### src/rtl/link_err_status.sv
module link_err_status (
  input  logic        clk,
  input  logic        rst_n,
  input  logic        wr_en,
  input  logic [31:0] wr_data,
  output logic [31:0] rd_data,
  input  logic        ev_link_init,
  input  logic        ev_bad_fis_type,
  input  logic        ev_xport_state,
  input  logic        ev_nak_hshake,
  input  logic        ev_link_crc,
  input  logic        ev_decode,
  input  logic        ev_wake,
  input  logic        ev_phy_fault,
  input  logic        phy_ready,
  input  logic        ev_mem_abort,
  input  logic        ev_protocol,
  input  logic        ev_aux_hi,
  input  logic        ev_aux_lo,
  input  logic        rdy_chg_en,
  output logic        conn_chg_sts,
  output logic        rdy_chg_sts,
  output logic        rdy_chg_irq,
  output logic        stop_xfer
);

  localparam logic [31:0] IMPL_MASK = 32'h076F_0F00;

  logic [31:0] err_q;
  logic [31:0] set_vec;
  logic [31:0] clr_vec;
  logic        rdy_q;
  logic        rdy_seen_q;
  logic        rdy_toggle;

  assign rdy_toggle = rdy_seen_q && (phy_ready != rdy_q);

  always_comb begin
    set_vec     = '0;
    set_vec[26] = ev_link_init;
    set_vec[25] = ev_bad_fis_type;
    set_vec[24] = ev_xport_state;
    set_vec[22] = ev_nak_hshake;
    set_vec[21] = ev_link_crc;
    set_vec[19] = ev_decode;
    set_vec[18] = ev_wake;
    set_vec[17] = ev_phy_fault;
    set_vec[16] = rdy_toggle;
    set_vec[11] = ev_mem_abort;
    set_vec[10] = ev_protocol;
    set_vec[9]  = ev_aux_hi;
    set_vec[8]  = ev_aux_lo;
  end

  assign clr_vec = wr_en ? wr_data : '0;

  always_ff @(posedge clk or negedge rst_n) begin
    if (!rst_n) begin
      err_q      <= '0;
      rdy_q      <= 1'b0;
      rdy_seen_q <= 1'b0;
    end else begin
      err_q      <= ((err_q & ~clr_vec) | set_vec) & IMPL_MASK;
      rdy_q      <= phy_ready;
      rdy_seen_q <= 1'b1;
    end
  end

  assign rd_data      = err_q;
  assign conn_chg_sts = err_q[26];
  assign rdy_chg_sts  = err_q[16];
  assign rdy_chg_irq  = err_q[16] & rdy_chg_en;
  assign stop_xfer    = |err_q[11:8];

endmodule


### config.mk
export PLATFORM = sky130hd
export DESIGN_NAME = link_err_status
export DESIGN_NICKNAME = d
export VERILOG_FILES = /design/src/rtl/link_err_status.sv
export SDC_FILE = /design/constraint.sdc
export NUM_CORES = 1
export LEC_CHECK = 0
export BUFFER_PORTS_ARGS = -buffer_cell sky130_fd_sc_hd__buf_2
export CORE_UTILIZATION = 30
export DETAILED_ROUTE_END_ITERATION = 12
export HOLD_SLACK_MARGIN = 0.08
export PLACE_DENSITY = 0.78
export SYNTH_ARGS = -nofsm -noshare
export SYNTH_HDL_FRONTEND = slang
export SYNTH_SLANG_ARGS = --single-unit
### constraint.sdc
create_clock -name clk -period 1.4 [get_ports clk]
set_input_delay 0.28 -clock clk [delete_from_list [all_inputs] [get_ports clk]]
set_output_delay 0.28 -clock clk [all_outputs]
set_load 0.02 [all_outputs]
* After elaboration in Yosys (flattened, before gate mapping) *
Index checks and enable logic that the tools add are counted.

cells by class
  shift operators = 0
  bitwise operators = 4
  eq/ne operators = 1
  div/mod/pow operators = 0
  multiplexer cells = 1
  multipliers = 0
  add/sub/neg operators = 0
  order comparisons = 0
  reduce and logical (&&, ||, !) cells = 2

operators with widths
  cell                   number
  27-bit bitwise AND     1
  27-bit two-way mux     1
  27-bit NOT             1
  27-bit bitwise OR      1
  4-bit OR reduction     1
  1-bit bitwise AND      1
  1-bit logical AND      1
  1-bit inequality test  1

word-level totals
  bits in latches = 0
  output and inout bits = 36
  RAM bits = 0
  logic and storage cells = 11
  register bits after elaboration = 15
  memories = 0
  input port bits = 49
  bits in read-only memories = 0

* Depth between registers and ports, before layout *
  depth in word-level cells = 4
  depth in mapped cells = 3
  mapped depth without buffers = 2

* Least setup slack after synthesis *
OpenSTA, ideal clock, no wires.

  kind = reg2out
  start = register err_q[11], in the netlist rd_data[11]
  end = output stop_xfer
  slack = 0.024 ns
  required time = 1.120 ns
  buffers on the path = 0
  cell stages (with the launch flop) = 2
  arrival = 1.096 ns
  path through = dfrtp_1 -> or4_1

between the ends
  word-level cells in the longest chain between the ends = 1

RTL lines
  what                    line  RTL
  start, declared         29    logic [31:0] err_q;
  start signal, assigned  63    err_q <= ((err_q & ~clr_vec) | set_vec) & IMPL_MASK;
  4-bit OR reduction      73    assign stop_xfer = |err_q[11:8];
  end, declared           24    output logic stop_xfer

Every way passes these cells.

* Final worst setup path *
  start = register err_q[10], in the netlist rd_data[10]
  end = output stop_xfer

The elaborated chain is that of the path after synthesis.

==> impl_results.md <==
- Top cells by area, synth: dfrtp_1, buf_4, a21o_1, nand2_1, a21o_2
- Drt pass-1 iters: 1
- WS Path Type: reg -> out
- Endpoints failing setup: 1
- Leak: 0.516 nW
- Worst flop-to-flop path startpoint: rd_data[11]$_DFF_PN0_
- Pwr Total: around 950 uW
- EDFF count, synth: 0
- Total gr overflow: 0
- Number of I/O pins: 85
- Sequential area share after synthesis: 52.2%
- Primary FF master, synth: dfrtp_1
- Syn_area_per_cell: 10.6 um^2
- Worst r2r path cells: 3
- Antenna cells: 0
- Clock transition at path regs: 0.08 ns
- Worst R2R Setup Slack: approximately 0.48 ns
- Die Area: about 2600 um^2
- Final setup margin: -0.215 ns
- FF/Latch Area: approximately 380 um^2
- Area grow syn2layout: 33.9%
- CP arrival: approximately 1.3 ns
- Switching share of power: 30.2%
- Violated checks: setup timing
- Fin. max-slew vios: 0
- Clk pwr share: 24.5%
- Final period util: 115%
- WL final: approximately 1.4 mm
- CTS tree: built
- Cell variety after synth: 10
- Fill cells: 227
- Hold Startpoint: phy_ready
- Worst path cell trace: or4_4 -> buf_6
- Max FO, Critical Path: 2
- Post-Synthesis Cell Area: roughly 720 um^2
- Initial antenna violation count: 0
- Vias per inst: between 3 and 4
- FMAX: around 0.62 GHz
- Worst Skew: 0.000269 ns
- FP Rows: 17
- Synth top cells by count: buf_4, dfrtp_1, nand2_1
- Most frequent cell after synthesis: buf_4
- Clock buffer depth: 2
- Dominant cell type by area after synthesis: dfrtp_1
- FF-to-FF End: rd_data[11]$_DFF_PN0_
- Combinational power share: approximately 25%
- Crit-path max cell delay: between 0.5 and 0.6 ns
- Area of placed instances: 887 um^2
- Yosys top cell area share: about 52%
- CTS root buf: clkbuf_4
- Ys async rst share: 100%
- Final Wtd Congestion: around 0.63
- Critical path's slowest cell: or4_4
- Port buffer count: 46
- Final HPWL from detailed placement: roughly 1.1 mm
- Buf/Inv on CP: 1
- Min Clock Period, post-route: around 1.6 ns
- Status: finished with violations
- RSZ-0062 raised after global routing: yes
- Cells after Synth: 68
- Skew-Pair Late Insertion Delay: 0.27 ns
- Synth Warn #: 0
- Cell Count, Final, Fillers Out: about 150
- TritonCTS buffer count: 3
- Initial DRC count: 0
- Wire length of the first global-routing pass: roughly 2.2 mm
- Vias in the first global route: around 560
- Hold crit path type: in -> reg
- Dpl ws: 0.0717 ns
- DRC: 0
- Die extent in y: roughly 51 um
- Worst Setup End Kind: output port
- All-layer global routing usage: roughly an eighth
- Largest net degree at the start of global routing: 16
- H-tree depth: 1
- Startpoint types: flop
- Hold Path Depth: 1
- Final setup TNS: -0.215 ns
- Cell-internal power: between 600 and 700 uW
- Pwr Density: 982 nW/um^2
- Layout cells sized above 1: 46.2%
- Fin area: between 900 and 1000 um^2
- Layout net count: between 150 and 200
- Initial Util: roughly 32%
- Fin. Hold Viols: 0
- Seq cells post-synth: 15
- Area of the multi-input gates: approximately 250 um^2
- Worst Path Required: approximately 1.1 ns
- Sequential power share: between 50% and 60%
- Max VDD drop: approximately 530 uV
- Core ar.: ~2200 um^2
- Vias: 578
- Wirelength per Cell: a little over 9 um
- Max-cap violations: 0
- Width of the die: ~51 um
- Cells after DPL: between 100 and 150
- Sink Count: 15
- P_sw: about 290 uW
- Hold path endpoint: rdy_q$_DFF_PN0_
- CP delay by family, top: simple AND/OR/NAND/NOR gates
- Post-route ant nets: 0
## per-layer routing
layer | vias up | wire [um] | track usage [%]
met2 | 39 | 766 | 22.8
met5 | - | 0 | 0
li1 | 278 | - | -
met4 | 0 | 9 | 6.94
met1 | 259 | 501 | 11.4
met3 | 2 | 95 | 1.79
## cell usage in the layout (no fill, tap or decap)
cell and count:
buf_2 45, conb_1 20, dfrtp_1 15, nand2_1 13
a21o_1 11, buf_4 4, clkbuf_4 3, xor2_1 1
a22o_1 1, a21o_2 1, and2_1 1, or4_4 1
clkbuf_1 1, dlygate4sd3_1 1, buf_6 1
## worst reg2reg max path, cell delays in order, from the launching register on
cell     delay, ns
dfrtp_1       0.39
buf_4         0.13
buf_4         0.12
a21o_2        0.17
## metrics by stage
| stage | util (%) | hold slack [ns] |
|---|---|---|
| floorplan | - | -0.0156 |
| global placement | 39.7 | 0.193 |
| detailed placement | 39.7 | 0.198 |
| CTS | 42.5 | 0.124 |
| global route | 43.1 | 0.119 |
| finish | 43.1 | 0.134 |
## flip-flops by register name, indices dropped and copies added (netlist names)
| register | flops |
|---|---|
| rdy_q | 1 |
| rd_data | 13 |
| rdy_seen_q | 1 |
## logic make-up (layout without fill, tap and decap cells)
kind of cell	after synthesis	count (layout)	synth area share (%)
other	2	20	1.04
DFF	15	15	52.2
and+or+nand+nor	15	15	8.70
AOI/OAI and AO/OA	13	13	13.9
xor gates and xnor gates	1	1	1.22
buffers and inverters	22	55	23.0
## final cells by class
| cell class | count | share of cell area [%] |
|---|---|---|
| Timing Repair Buffer | 51 | 28.7 |
| Sequential cell | 15 | 39.0 |
| Tap cell | 28 | 3.64 |
| Multi-Input combinational cell | 49 | 26.0 |
| Clock buffer | 4 | 2.73 |
## power groups by stage
stage,Clock (mW),Sequential [mW],Combinational [mW]
2_1_floorplan,0,0.523,0.145
3_3_place_gp,0,0.489,0.215
3_5_place_dp,0,0.492,0.220
4_1_cts,0.243,0.483,0.229
5_1_grt,0.266,0.487,0.254
6_report,0.231,0.482,0.232
## what timing repair did
item	in CTS	in global routing
endpoints found under the setup margin	1	1
hold endpoints to repair	15	0
resized for setup	3	0
hold buffers	1	0
pin swaps	0	1
setup buffers	2	2
## worst max-delay path by stage
stage / cells past startpoint / slack [ns] / endpoint / start
after floorplan: 1 / 0.02 / stop_xfer / rd_data[11]$_DFF_PN0_
after global placement: 2 / 0.08 / stop_xfer / rd_data[11]$_DFF_PN0_
after detailed placement: 2 / 0.07 / stop_xfer / rd_data[11]$_DFF_PN0_
after CTS: 2 / -0.22 / stop_xfer / rd_data[11]$_DFF_PN0_
after global routing: 2 / -0.25 / stop_xfer / rd_data[10]$_DFF_PN0_
final: 2 / -0.22 / stop_xfer / rd_data[10]$_DFF_PN0_
No activity file was read; power rests on OpenSTA's default activity.
